===== src/rtl/sps_pkg.sv =====
package sps_pkg;
  localparam int unsigned SPS_WORD_W  = 21;
  localparam int unsigned SPS_SEL_W   = 2;
  localparam int unsigned SPS_SYNC    = 2;
  localparam int unsigned PIN_SCLK    = 0;
  localparam int unsigned PIN_SDAT    = 1;
  localparam int unsigned PIN_LE      = 2;
  localparam int unsigned PIN_COUNT   = 3;
endpackage


===== src/rtl/sps_sync.sv =====
module sps_sync #(
  parameter int unsigned STAGES = 2
) (
  input  logic clk,
  input  logic rst_n,
  input  logic pin_i,
  output logic lvl_o
);
  logic [STAGES-1:0] chain_q;
  logic [STAGES-1:0] chain_d;

  generate
    if (STAGES == 1) begin : g_one
      always_comb chain_d = pin_i;
    end else begin : g_many
      always_comb chain_d = {chain_q[STAGES-2:0], pin_i};
    end
  endgenerate

  always_ff @(posedge clk or negedge rst_n) begin
    if (!rst_n) chain_q <= '0;
    else        chain_q <= chain_d;
  end

  assign lvl_o = chain_q[STAGES-1];
endmodule


===== src/rtl/sps_shift.sv =====
module sps_shift #(
  parameter int unsigned WORD_W = 21
) (
  input  logic              clk,
  input  logic              rst_n,
  input  logic              shift_en_i,
  input  logic              bit_i,
  input  logic              out_en_i,
  output logic [WORD_W-1:0] sreg_o,
  output logic              dout_o
);
  logic [WORD_W-1:0] sreg_q;
  logic [WORD_W-1:0] sreg_d;
  logic              dout_q;
  logic              dout_d;

  always_comb begin
    sreg_d = {sreg_q[WORD_W-2:0], bit_i};
    dout_d = sreg_q[WORD_W-1];
  end

  always_ff @(posedge clk or negedge rst_n) begin
    if (!rst_n) begin
      sreg_q <= '0;
    end else if (shift_en_i) begin
      sreg_q <= sreg_d;
    end
  end

  always_ff @(posedge clk or negedge rst_n) begin
    if (!rst_n) begin
      dout_q <= 1'b0;
    end else if (out_en_i) begin
      dout_q <= dout_d;
    end
  end

  assign sreg_o = sreg_q;
  assign dout_o = dout_q;
endmodule


===== src/rtl/sps_latch_bank.sv =====
module sps_latch_bank #(
  parameter int unsigned WORD_W = 21,
  parameter int unsigned SEL_W  = 2,
  localparam int unsigned PAY_W     = WORD_W - SEL_W,
  localparam int unsigned NUM_LATCH = 1 << SEL_W
) (
  input  logic                             clk,
  input  logic                             rst_n,
  input  logic                             load_i,
  input  logic [WORD_W-1:0]                word_i,
  output logic [NUM_LATCH-1:0][PAY_W-1:0]  cfg_o,
  output logic [NUM_LATCH-1:0]             upd_o
);
  logic [SEL_W-1:0] sel;
  logic [PAY_W-1:0] payload;
  logic [NUM_LATCH-1:0] upd_d;
  logic [NUM_LATCH-1:0] upd_q;

  assign sel     = word_i[SEL_W-1:0];
  assign payload = word_i[WORD_W-1:SEL_W];

  generate
    for (genvar k = 0; k < NUM_LATCH; k++) begin : g_latch
      logic [PAY_W-1:0] cfg_q;

      always_comb upd_d[k] = load_i && (sel == SEL_W'(k));

      always_ff @(posedge clk or negedge rst_n) begin
        if (!rst_n) begin
          cfg_q <= '0;
        end else if (upd_d[k]) begin
          cfg_q <= payload;
        end
      end

      assign cfg_o[k] = cfg_q;
    end
  endgenerate

  always_ff @(posedge clk or negedge rst_n) begin
    if (!rst_n) upd_q <= '0;
    else        upd_q <= upd_d;
  end

  assign upd_o = upd_q;
endmodule


===== src/rtl/sps_prog_port.sv =====
module sps_prog_port
  import sps_pkg::*;
#(
  parameter int unsigned WORD_W      = SPS_WORD_W,
  parameter int unsigned SEL_W       = SPS_SEL_W,
  parameter int unsigned SYNC_STAGES = SPS_SYNC,
  localparam int unsigned PAY_W      = WORD_W - SEL_W,
  localparam int unsigned NUM_LATCH  = 1 << SEL_W
) (
  input  logic                            clk,
  input  logic                            rst_n,
  input  logic                            ser_clk_i,
  input  logic                            ser_dat_i,
  input  logic                            ser_le_i,
  output logic                            ser_dout_o,
  output logic [NUM_LATCH-1:0][PAY_W-1:0] cfg_o,
  output logic [NUM_LATCH-1:0]            cfg_upd_o
);
  // Reset: asynchronous assertion, synchronous release
  logic [1:0] rst_pipe_q;
  logic       rst_sync_n;

  always_ff @(posedge clk or negedge rst_n) begin
    if (!rst_n) rst_pipe_q <= '0;
    else        rst_pipe_q <= {rst_pipe_q[0], 1'b1};
  end
  assign rst_sync_n = rst_pipe_q[1];

  // Pin synchronizers
  logic [PIN_COUNT-1:0] pin_raw;
  logic [PIN_COUNT-1:0] pin_lvl;

  assign pin_raw[PIN_SCLK] = ser_clk_i;
  assign pin_raw[PIN_SDAT] = ser_dat_i;
  assign pin_raw[PIN_LE]   = ser_le_i;

  generate
    for (genvar p = 0; p < PIN_COUNT; p++) begin : g_pin
      sps_sync #(.STAGES(SYNC_STAGES)) u_sync (
        .clk   (clk),
        .rst_n (rst_sync_n),
        .pin_i (pin_raw[p]),
        .lvl_o (pin_lvl[p])
      );
    end
  endgenerate

  // Edge detection on serial clock and load enable
  logic sclk_prev_q, sclk_prev_d;
  logic le_prev_q, le_prev_d;
  logic sclk_rise, sclk_fall, le_lvl, le_rise, shift_en;

  always_comb begin
    sclk_prev_d = pin_lvl[PIN_SCLK];
    le_prev_d   = pin_lvl[PIN_LE];
  end

  always_ff @(posedge clk or negedge rst_sync_n) begin
    if (!rst_sync_n) begin
      sclk_prev_q <= 1'b0;
      le_prev_q   <= 1'b0;
    end else begin
      sclk_prev_q <= sclk_prev_d;
      le_prev_q   <= le_prev_d;
    end
  end

  assign le_lvl    = pin_lvl[PIN_LE];
  assign sclk_rise = pin_lvl[PIN_SCLK] & ~sclk_prev_q;
  assign sclk_fall = ~pin_lvl[PIN_SCLK] & sclk_prev_q;
  assign le_rise   = le_lvl & ~le_prev_q;
  assign shift_en  = sclk_rise & ~le_lvl;

  logic [WORD_W-1:0] sreg;

  sps_shift #(.WORD_W(WORD_W)) u_shift (
    .clk        (clk),
    .rst_n      (rst_sync_n),
    .shift_en_i (shift_en),
    .bit_i      (pin_lvl[PIN_SDAT]),
    .out_en_i   (sclk_fall),
    .sreg_o     (sreg),
    .dout_o     (ser_dout_o)
  );

  sps_latch_bank #(.WORD_W(WORD_W), .SEL_W(SEL_W)) u_bank (
    .clk    (clk),
    .rst_n  (rst_sync_n),
    .load_i (le_rise),
    .word_i (sreg),
    .cfg_o  (cfg_o),
    .upd_o  (cfg_upd_o)
  );
endmodule


===== config.mk =====
export PLATFORM = sky130hd
export DESIGN_NAME = sps_prog_port
export DESIGN_NICKNAME = d
export VERILOG_FILES = /design/src/rtl/sps_pkg.sv /design/src/rtl/sps_sync.sv /design/src/rtl/sps_shift.sv /design/src/rtl/sps_latch_bank.sv /design/src/rtl/sps_prog_port.sv
export SDC_FILE = /design/constraint.sdc
export NUM_CORES = 1
export LEC_CHECK = 0
export BUFFER_PORTS_ARGS = -buffer_cell sky130_fd_sc_hd__buf_2
export CAP_MARGIN = 20
export CORE_UTILIZATION = 55
export CTS_BUF_LIST = sky130_fd_sc_hd__clkbuf_2
export DETAILED_ROUTE_END_ITERATION = 8
export PLACE_DENSITY_LB_ADDON = 0.12
export SYNTH_ARGS = -nofsm -noshare
export SYNTH_HDL_FRONTEND = slang
export SYNTH_SLANG_ARGS = --single-unit

===== constraint.sdc =====
create_clock -name clk -period 11 [get_ports clk]
set_clock_uncertainty 0.1 [all_clocks]
set_input_delay 2.2 -clock clk [delete_from_list [all_inputs] [get_ports clk]]
set_output_delay 2.2 -clock clk [all_outputs]
set_load 0.005 [all_outputs]

==> run_results.csv, run 1 <==
group,metric,value,unit
sta,period_share,31.2,%
floorplanning,die-height,87.8,um
sta,rsz0062_at_grt,"false",
clock_network,clk_pin_slew,0.28,ns
job,drv_cap,0,
clock_network,numCtsBuffers,9,
worst_setup_path,slowest_delay,0.45,ns
worst_setup_path,worst_r2r_endpoint,"u_bank.g_latch[1].cfg_q[3]$_DFFE_PN0P_",
clock_network,clk_latency,0.55,ns
final_layout,fill_cells,508,
power_and_ir_drop,powerDensity,177,nW/um2
final_layout,nNetsFinal,323,
global_routing,grt_pass1_wl,10900,um
yosys,synthDistinctLibCells,12,
power_and_ir_drop,ir_drop,135,uV
worst_setup_path,slowest_stage,"dfrtp_1",
worst_setup_path,endpoint_kind,"output port",
worst_setup_path,worstPathCellList,"buf_2",
sta,slew_violations,0,
worst_setup_path,r2r_cells,2,
yosys,seq_area_frac_synth,69.3,%
yosys,yosys_register_bits,112,
clock_network,ctsResizeCount,0,
yosys,postSynthCellCount,228,
worst_setup_path,cpLargestDelayFamily,"flip-flops",
yosys,synth-xor-area-share,0,%
final_layout,register_area,2810,um2
final_layout,final_cell_mix,"dfrtp_1, mux2_2, buf_2, clkbuf_2",
yosys,avgSynthCellArea,17.7,um2
yosys,synth_nets,233,
clock_network,post_cts_buffers,0,
final_layout,fin_util,67.9,%
detailed_routing,antenna_left,0,
floorplanning,rows,30,
detailed_routing,routed_wl,6730,um
clock_network,clk_path_buf_depth,2,
worst_setup_path,cp.required,8.70,ns
yosys,synth_fa_ha_area_share,0,%
yosys,yosysWarnings,0,
yosys,syn-cell-area,4050,um2
sta,fmax,0.292,GHz
floorplanning,io_pins,86,
sta,tightest_slew,1.11,ns
detailed_routing,viasPerCell,5.13,
clock_network,cts_tree,"yes",
place,dp_hpwl,4410,um
sta,final-hold-violation-count,0,
sta,maxSlewHeadroom,26.1,%
final_layout,multi_input_area,1190,um2
floorplanning,die_area,7700,um2
global_routing,gr-total-overflow,0,
yosys,synth_top_family_by_area,"multiplexers",
clock_network,htree_levels,3,
floorplanning,core_area,6940,um2
detailed_routing,drtPass1Iterations,4,
floorplanning,floorplan.initialDensity,58.3,%
run_status,status,"finished, final reports clean",
detailed_routing,post_drt_wl_per_cell,16.1,um
sta,totalNegativeSetupSlack,0,ns
yosys,yosys.area_share.simple,1.67,%
power_and_ir_drop,p_total,0.834,mW
worst_setup_path,path_class,"reg -> out",
worst_setup_path,r2r_slack,8.86,ns
worst_setup_path,critPathBufInv,1,
final_layout,area_growth,16.6,%
worst_setup_path,critPathLaunchType,"flip-flop",
final_layout,final_layout_size_suffix_gt1_share,62.5,%
sta,finalSetupViolCount,0,
global_routing,grt_util_all_layers,19.0,%
clock_network,cts-root-buf,"clkbuf_2",
global_routing,antenna_found_initial,0,
yosys,synth_compound_area_share,0,%
floorplanning,chipWidth,87.8,um
yosys,synth_mux_area_share,27.3,%
worst_setup_path,path_max_fanout,2,
global_routing,grt_max_degree,68,
sta,fin_crit,3.43,ns
detailed_routing,drc,0,
detailed_routing,vias,2151,
final_layout,antenna_cells,0,
power_and_ir_drop,p_leak,2.61,nW
place,port_buffers,85,
place,place.gp.congestion,0.670,
global_routing,grt_pass1_vias,2081,
worst_setup_path,reg2reg_from,"u_shift.sreg_o[1]$_DFFE_PN0P_",
clock_network,clock_sinks,112,
worst_hold_path,hold_class,"reg -> async",
final_layout,final_common_cell,"dfrtp_1",
clock_network,ctsHoldBuffers,0,
detailed_routing,drtIter0Drc,49,
worst_setup_path,cp.arrival,1.13,ns
[state kept, by name, indices dropped and copies added (netlist names)]
register	count
g_pin.u_sync.chain_q	6
sclk_prev_q	1
u_shift.dout_o	1
u_bank.g_latch.cfg_q	76
u_bank.upd_o	4
rst_pipe_q	2
u_shift.sreg_o	21
le_prev_q	1
[metal layers]
layer / part of all wire [%] / vias up / wire length, um / GRT usage, %
met4: 1.7 / 0 / 111 / 8.49
met5: 0 / - / 0 / 0
met3: 3.9 / 11 / 263 / 3.39
met2: 46 / 56 / 3100 / 28.5
met1: 48 / 1097 / 3250 / 27.5
li1: - / 987 / - / -
[metrics by stage]
step / std cells / cell area, um2 / hold WS (ns) / worst slack (ns)
2_1_floorplan: 228 / 4050 / 0.231 / 7.55
3_3_place_gp: 402 / 4570 / 0.233 / 8.20
3_5_place_dp: 402 / 4570 / 0.236 / 8.19
4_1_cts: 418 / 4700 / 0.239 / 7.52
5_1_grt: 419 / 4720 / 0.274 / 7.48
6_report: 419 / 4720 / 0.221 / 7.57
[cell type report]
class | count | share of cell area (%)
clock buffer | 11 | 1.17
clock inverter | 5 | 1.70
inverter | 1 | 0.0796
multi-input combinational | 105 | 25.2
sequential | 112 | 59.5
tap | 96 | 2.55
timing repair buffer | 89 | 9.81
[power breakdown]
group	leakage (nW)	total [mW]	switching, mW	internal, mW
Clock	0.0802	0.198	0.121	0.0772
Sequential	1.51	0.511	0.0440	0.467
Combinational	1.03	0.125	0.0482	0.0767
Total	2.61	0.834	0.213	0.621
[worst max path at each step]
| stage | startpoint | depth (start not counted) | to |
|---|---|---|---|
| 2_1_floorplan | rst_pipe_q[1]$_DFF_PN0_ | 0 | g_pin[0].u_sync.chain_q[0]$_DFF_PN0_ |
| 3_3_place_gp | u_bank.g_latch[1].cfg_q[11]$_DFFE_PN0P_ | 1 | cfg_o[30] |
| 3_5_place_dp | u_bank.g_latch[0].cfg_q[9]$_DFFE_PN0P_ | 1 | cfg_o[9] |
| 4_1_cts | u_bank.g_latch[0].cfg_q[3]$_DFFE_PN0P_ | 1 | cfg_o[3] |
| 5_1_grt | u_bank.g_latch[1].cfg_q[0]$_DFFE_PN0P_ | 1 | cfg_o[19] |
| 6_report | u_bank.g_latch[1].cfg_q[0]$_DFFE_PN0P_ | 1 | cfg_o[19] |
[Yosys cell counts]
cell        n  area share [%]
and4bb_1    2            0.62
buf_2       4            0.49
buf_4       6             1.1
conb_1      1           0.093
dfrtp_1   112              69
inv_1       1           0.093
mux2_1      3            0.83
mux2_2     95              26
nand4b_1    1            0.22
nor2b_1     1            0.15
nor3b_2     1            0.31
nor4b_2     1            0.37
[cell families after synthesis]
group | Yosys count
flip-flops | 112
other | 1
multiplexers | 98
buffers and inverters | 11
AND/OR/NAND/NOR | 6
Power figures use the tool's default switching activity.
==> inputs of run 2 (changes only) <==
--- a/config.mk
+++ b/config.mk
@@ -5,9 +5,10 @@
 export SDC_FILE = /design/constraint.sdc
 export NUM_CORES = 1
 export LEC_CHECK = 0
+export ABC_AREA = 1
 export BUFFER_PORTS_ARGS = -buffer_cell sky130_fd_sc_hd__buf_2
 export CAP_MARGIN = 20
-export CORE_UTILIZATION = 55
+export CORE_UTILIZATION = 51
 export CTS_BUF_LIST = sky130_fd_sc_hd__clkbuf_2
 export DETAILED_ROUTE_END_ITERATION = 8
 export PLACE_DENSITY_LB_ADDON = 0.12
==> constraint.sdc (replaced) <==
create_clock -name clk -period 2.83 [get_ports clk]
set_clock_uncertainty 0.1 [all_clocks]
set_input_delay 0.566 -clock clk [delete_from_list [all_inputs] [get_ports clk]]
set_output_delay 0.566 -clock clk [all_outputs]
set_load 0.005 [all_outputs]
==> run_results.csv, run 2 <==
group,metric,value,unit
place,placedCellCount,631,
detailed_routing,drtIter0Drc,176,
power_and_ir_drop,p_sw,0.856,mW
yosys,synth_nets,463,
floorplanning,core_area,8220,um2
job,drv_cap,0,
power_and_ir_drop,p_leak,3.01,nW
sta,maxSlewHeadroom,47.6,%
yosys,seq_area_frac_synth,64.9,%
final_layout,nNetsFinal,546,
yosys,synthDistinctLibCells,17,
yosys,yosysWarnings,0,
yosys,syn-cell-area,4320,um2
clock_network,clock_sinks,112,
clock_network,clk_pin_slew,0.29,ns
sta,final-hold-violation-count,0,
worst_setup_path,path_max_fanout,23,
final_layout,register_area,2810,um2
clock_network,htree_levels,3,
detailed_routing,post_drt_wl_per_cell,14.8,um
floorplanning,chipWidth,94.0,um
clock_network,clk_path_buf_depth,2,
final_layout,top_register,"u_bank.g_latch.cfg_q",
floorplanning,die-height,94.0,um
yosys,yosys_register_bits,112,
worst_setup_path,worstPathCellList,"inv_2, nor2_4, nand2_1, nand2_1, nand2_1",
yosys,synth.top_cells.by_count,"nand2_1, dfrtp_1, nand3_1",
sta,fin_crit,2.13,ns
clock_network,cts_tree,"yes",
power_and_ir_drop,p_total,2.83,mW
yosys,postSynthCellCount,458,
final_layout,layoutNonFillerInstCount,651,
sta,rsz0062_at_grt,"false",
detailed_routing,drtPass1Iterations,4,
worst_setup_path,cpMostUsedCell,"nand2_1",
clock_network,cts-root-buf,"clkbuf_2",
yosys,synthMostInstantiatedCell,"nand2_1",
sta,totalNegativeSetupSlack,0,ns
power_and_ir_drop,clock_power_share,22.1,%
yosys,synth_area_leaders,"dfrtp_1, nand2_1, nand3_1, nand4_1, buf_6",
detailed_routing,vias,3337,
power_and_ir_drop,power_frac_seq,65.2,%
worst_setup_path,cpLargestDelayFamily,"simple AND/OR/NAND/NOR gates",
worst_hold_path,hold_class,"in -> async",
power_and_ir_drop,combPwrFrac,12.7,%
place,port_buffers,85,
global_routing,grt_pass1_vias,3185,
detailed_routing,viasPerCell,5.13,
final_layout,final_cell_mix,"nand2_1, dfrtp_1, buf_2, nand3_1, nand4_1",
place,place.gp.congestion,0.776,
sta,holdWs,0.135,ns
global_routing,gr-total-overflow,0,
sta,period_share,75.3,%
final_layout,area_growth,13.8,%
final_layout,largest_reg_flops,76,
worst_setup_path,critPathLaunchType,"flip-flop",
final_layout,fill_cells,747,
final_layout,multi_input_area,1300,um2
clock_network,ctsResizeCount,0,
power_and_ir_drop,p_int,1.97,mW
clock_network,numCtsBuffers,9,
detailed_routing,drc,0,
final_layout,fin_util,59.8,%
worst_setup_path,critPathBufInv,1,
yosys,synth_edf_count,0,
yosys,yosysTopAreaCellShare,64.9,%
sta,fmax,0.469,GHz
place,dp_hpwl,6400,um
worst_setup_path,cp.required,3.22,ns
power_and_ir_drop,powerDensity,576,nW/um2
yosys,ys.flop_type,"dfrtp_1",
floorplanning,die_area,8830,um2
floorplanning,io_pins,86,
sta,tightest_slew,0.783,ns
floorplanning,rows,33,
worst_setup_path,endpoint_kind,"flip-flop",
worst_setup_path,path_class,"reg -> reg",
final_layout,final_common_cell,"nand2_1",
yosys,async_flop_share,100,%
power_and_ir_drop,ir_drop,312,uV
final_layout,antenna_cells,0,
worst_setup_path,slowest_delay,0.60,ns
yosys,synth_top_cell_by_area,"dfrtp_1",
final_layout,final_layout_size_suffix_gt1_share,21.4,%
detailed_routing,antenna_left,0,
yosys,avgSynthCellArea,9.42,um2
clock_network,clk_latency,0.58,ns
sta,finalSetupViolCount,0,
sta,slew_violations,0,
global_routing,grt_max_degree,57,
worst_setup_path,cp.arrival,2.52,ns
power_and_ir_drop,sw_frac_of_total,30.2,%
global_routing,grt_util_all_layers,23.8,%
run_status,status,"finished, final reports clean",
floorplanning,floorplan.initialDensity,52.5,%
global_routing,antenna_found_initial,0,
worst_setup_path,slowest_stage,"nand2_1",
detailed_routing,routed_wl,9660,um
global_routing,grt_pass1_wl,15900,um
[run 2: cell types whose count changed in the layout (fill, tap and decap cells not counted), sizes merged, moves of 2 or more]
cell and change:
bufinv -2, nand2 +221, clkinv +3, inv +8
nor2 +6, nand3 +58, buf +8, dlygate4sd3 +4
nand4 +21, and4bb -2, mux2 -98
[run 2: layer usage]
layer	global-route usage [%]	routed length [um]	vias up	part of all wire, %
li1	-	-	1620	-
met1	31.5	4260	1623	44
met2	40.3	4930	81	51
met3	3.40	317	13	3.3
met4	8.46	158	0	1.6
met5	0	0	-	0
[run 2: path summary, 6_finish.rpt]
check | start | to | slack (ns) | cells after the start
setup reg to reg | g_pin[2].u_sync.chain_q[1]$_DFF_PN0_ | u_bank.g_latch[1].cfg_q[8]$_DFFE_PN0P_ | 0.70 | 5
hold reg to reg | g_pin[1].u_sync.chain_q[0]$_DFF_PN0_ | g_pin[1].u_sync.chain_q[1]$_DFF_PN0_ | 0.27 | 0
setup / recovery | g_pin[2].u_sync.chain_q[1]$_DFF_PN0_ | u_bank.g_latch[1].cfg_q[8]$_DFFE_PN0P_ | 0.70 | 5
min in group clk | g_pin[1].u_sync.chain_q[0]$_DFF_PN0_ | g_pin[1].u_sync.chain_q[1]$_DFF_PN0_ | 0.27 | 0
hold / removal | rst_n | rst_pipe_q[1]$_DFF_PN0_ | 0.13 | 2
max in group asynchronous | rst_pipe_q[1]$_DFF_PN0_ | u_bank.g_latch[1].cfg_q[8]$_DFFE_PN0P_ | 1.59 | 1
[run 2: cells by family after synthesis]
family,Yosys count,share of synthesized area [%]
other,1,0.0869
buffers and inverters,38,4.99
and+or+nand+nor,306,29.9
AOI/OAI and AO/OA,1,0.116
DFF,112,64.9
[run 2: layout make-up]
cell class,count,area share [%]
Sequential cell,112,57.1
Multi-Input combinational cell,308,26.4
Timing Repair Buffer,101,11.3
Tap cell,105,2.68
Clock buffer,10,1.02
Clock inverter,6,0.739
Inverter,9,0.688
[run 2: through the flow]
step	instance area [um2]	worst slack, ns
finish	4910	0.698
floorplan	4320	0.857
global placement	4780	0.843
global route	4910	0.474
detailed placement	4780	0.754
CTS	4910	0.708
[run 2: what timing repair did]
action,CTS,global route
hold buffers,4,0
endpoints found under the hold margin,5,0
buffers inserted,0,0
[run 2: power groups by stage]
stage / Sequential (mW) / Clock [mW] / Combinational [mW]
2_1_floorplan: 1.86 / 0 / 0.213
3_3_place_gp: 1.87 / 0 / 0.348
3_5_place_dp: 1.87 / 0 / 0.359
4_1_cts: 1.85 / 0.637 / 0.366
5_1_grt: 1.87 / 0.696 / 0.412
6_report: 1.84 / 0.626 / 0.360
[run 2: worst reg2reg max path, cell delays in order, from the launching register on]
cell and delay (ns):
dfrtp_1 0.44, inv_2 0.19, nor2_4 0.44, nand2_1 0.60, nand2_1 0.22, nand2_1 0.06
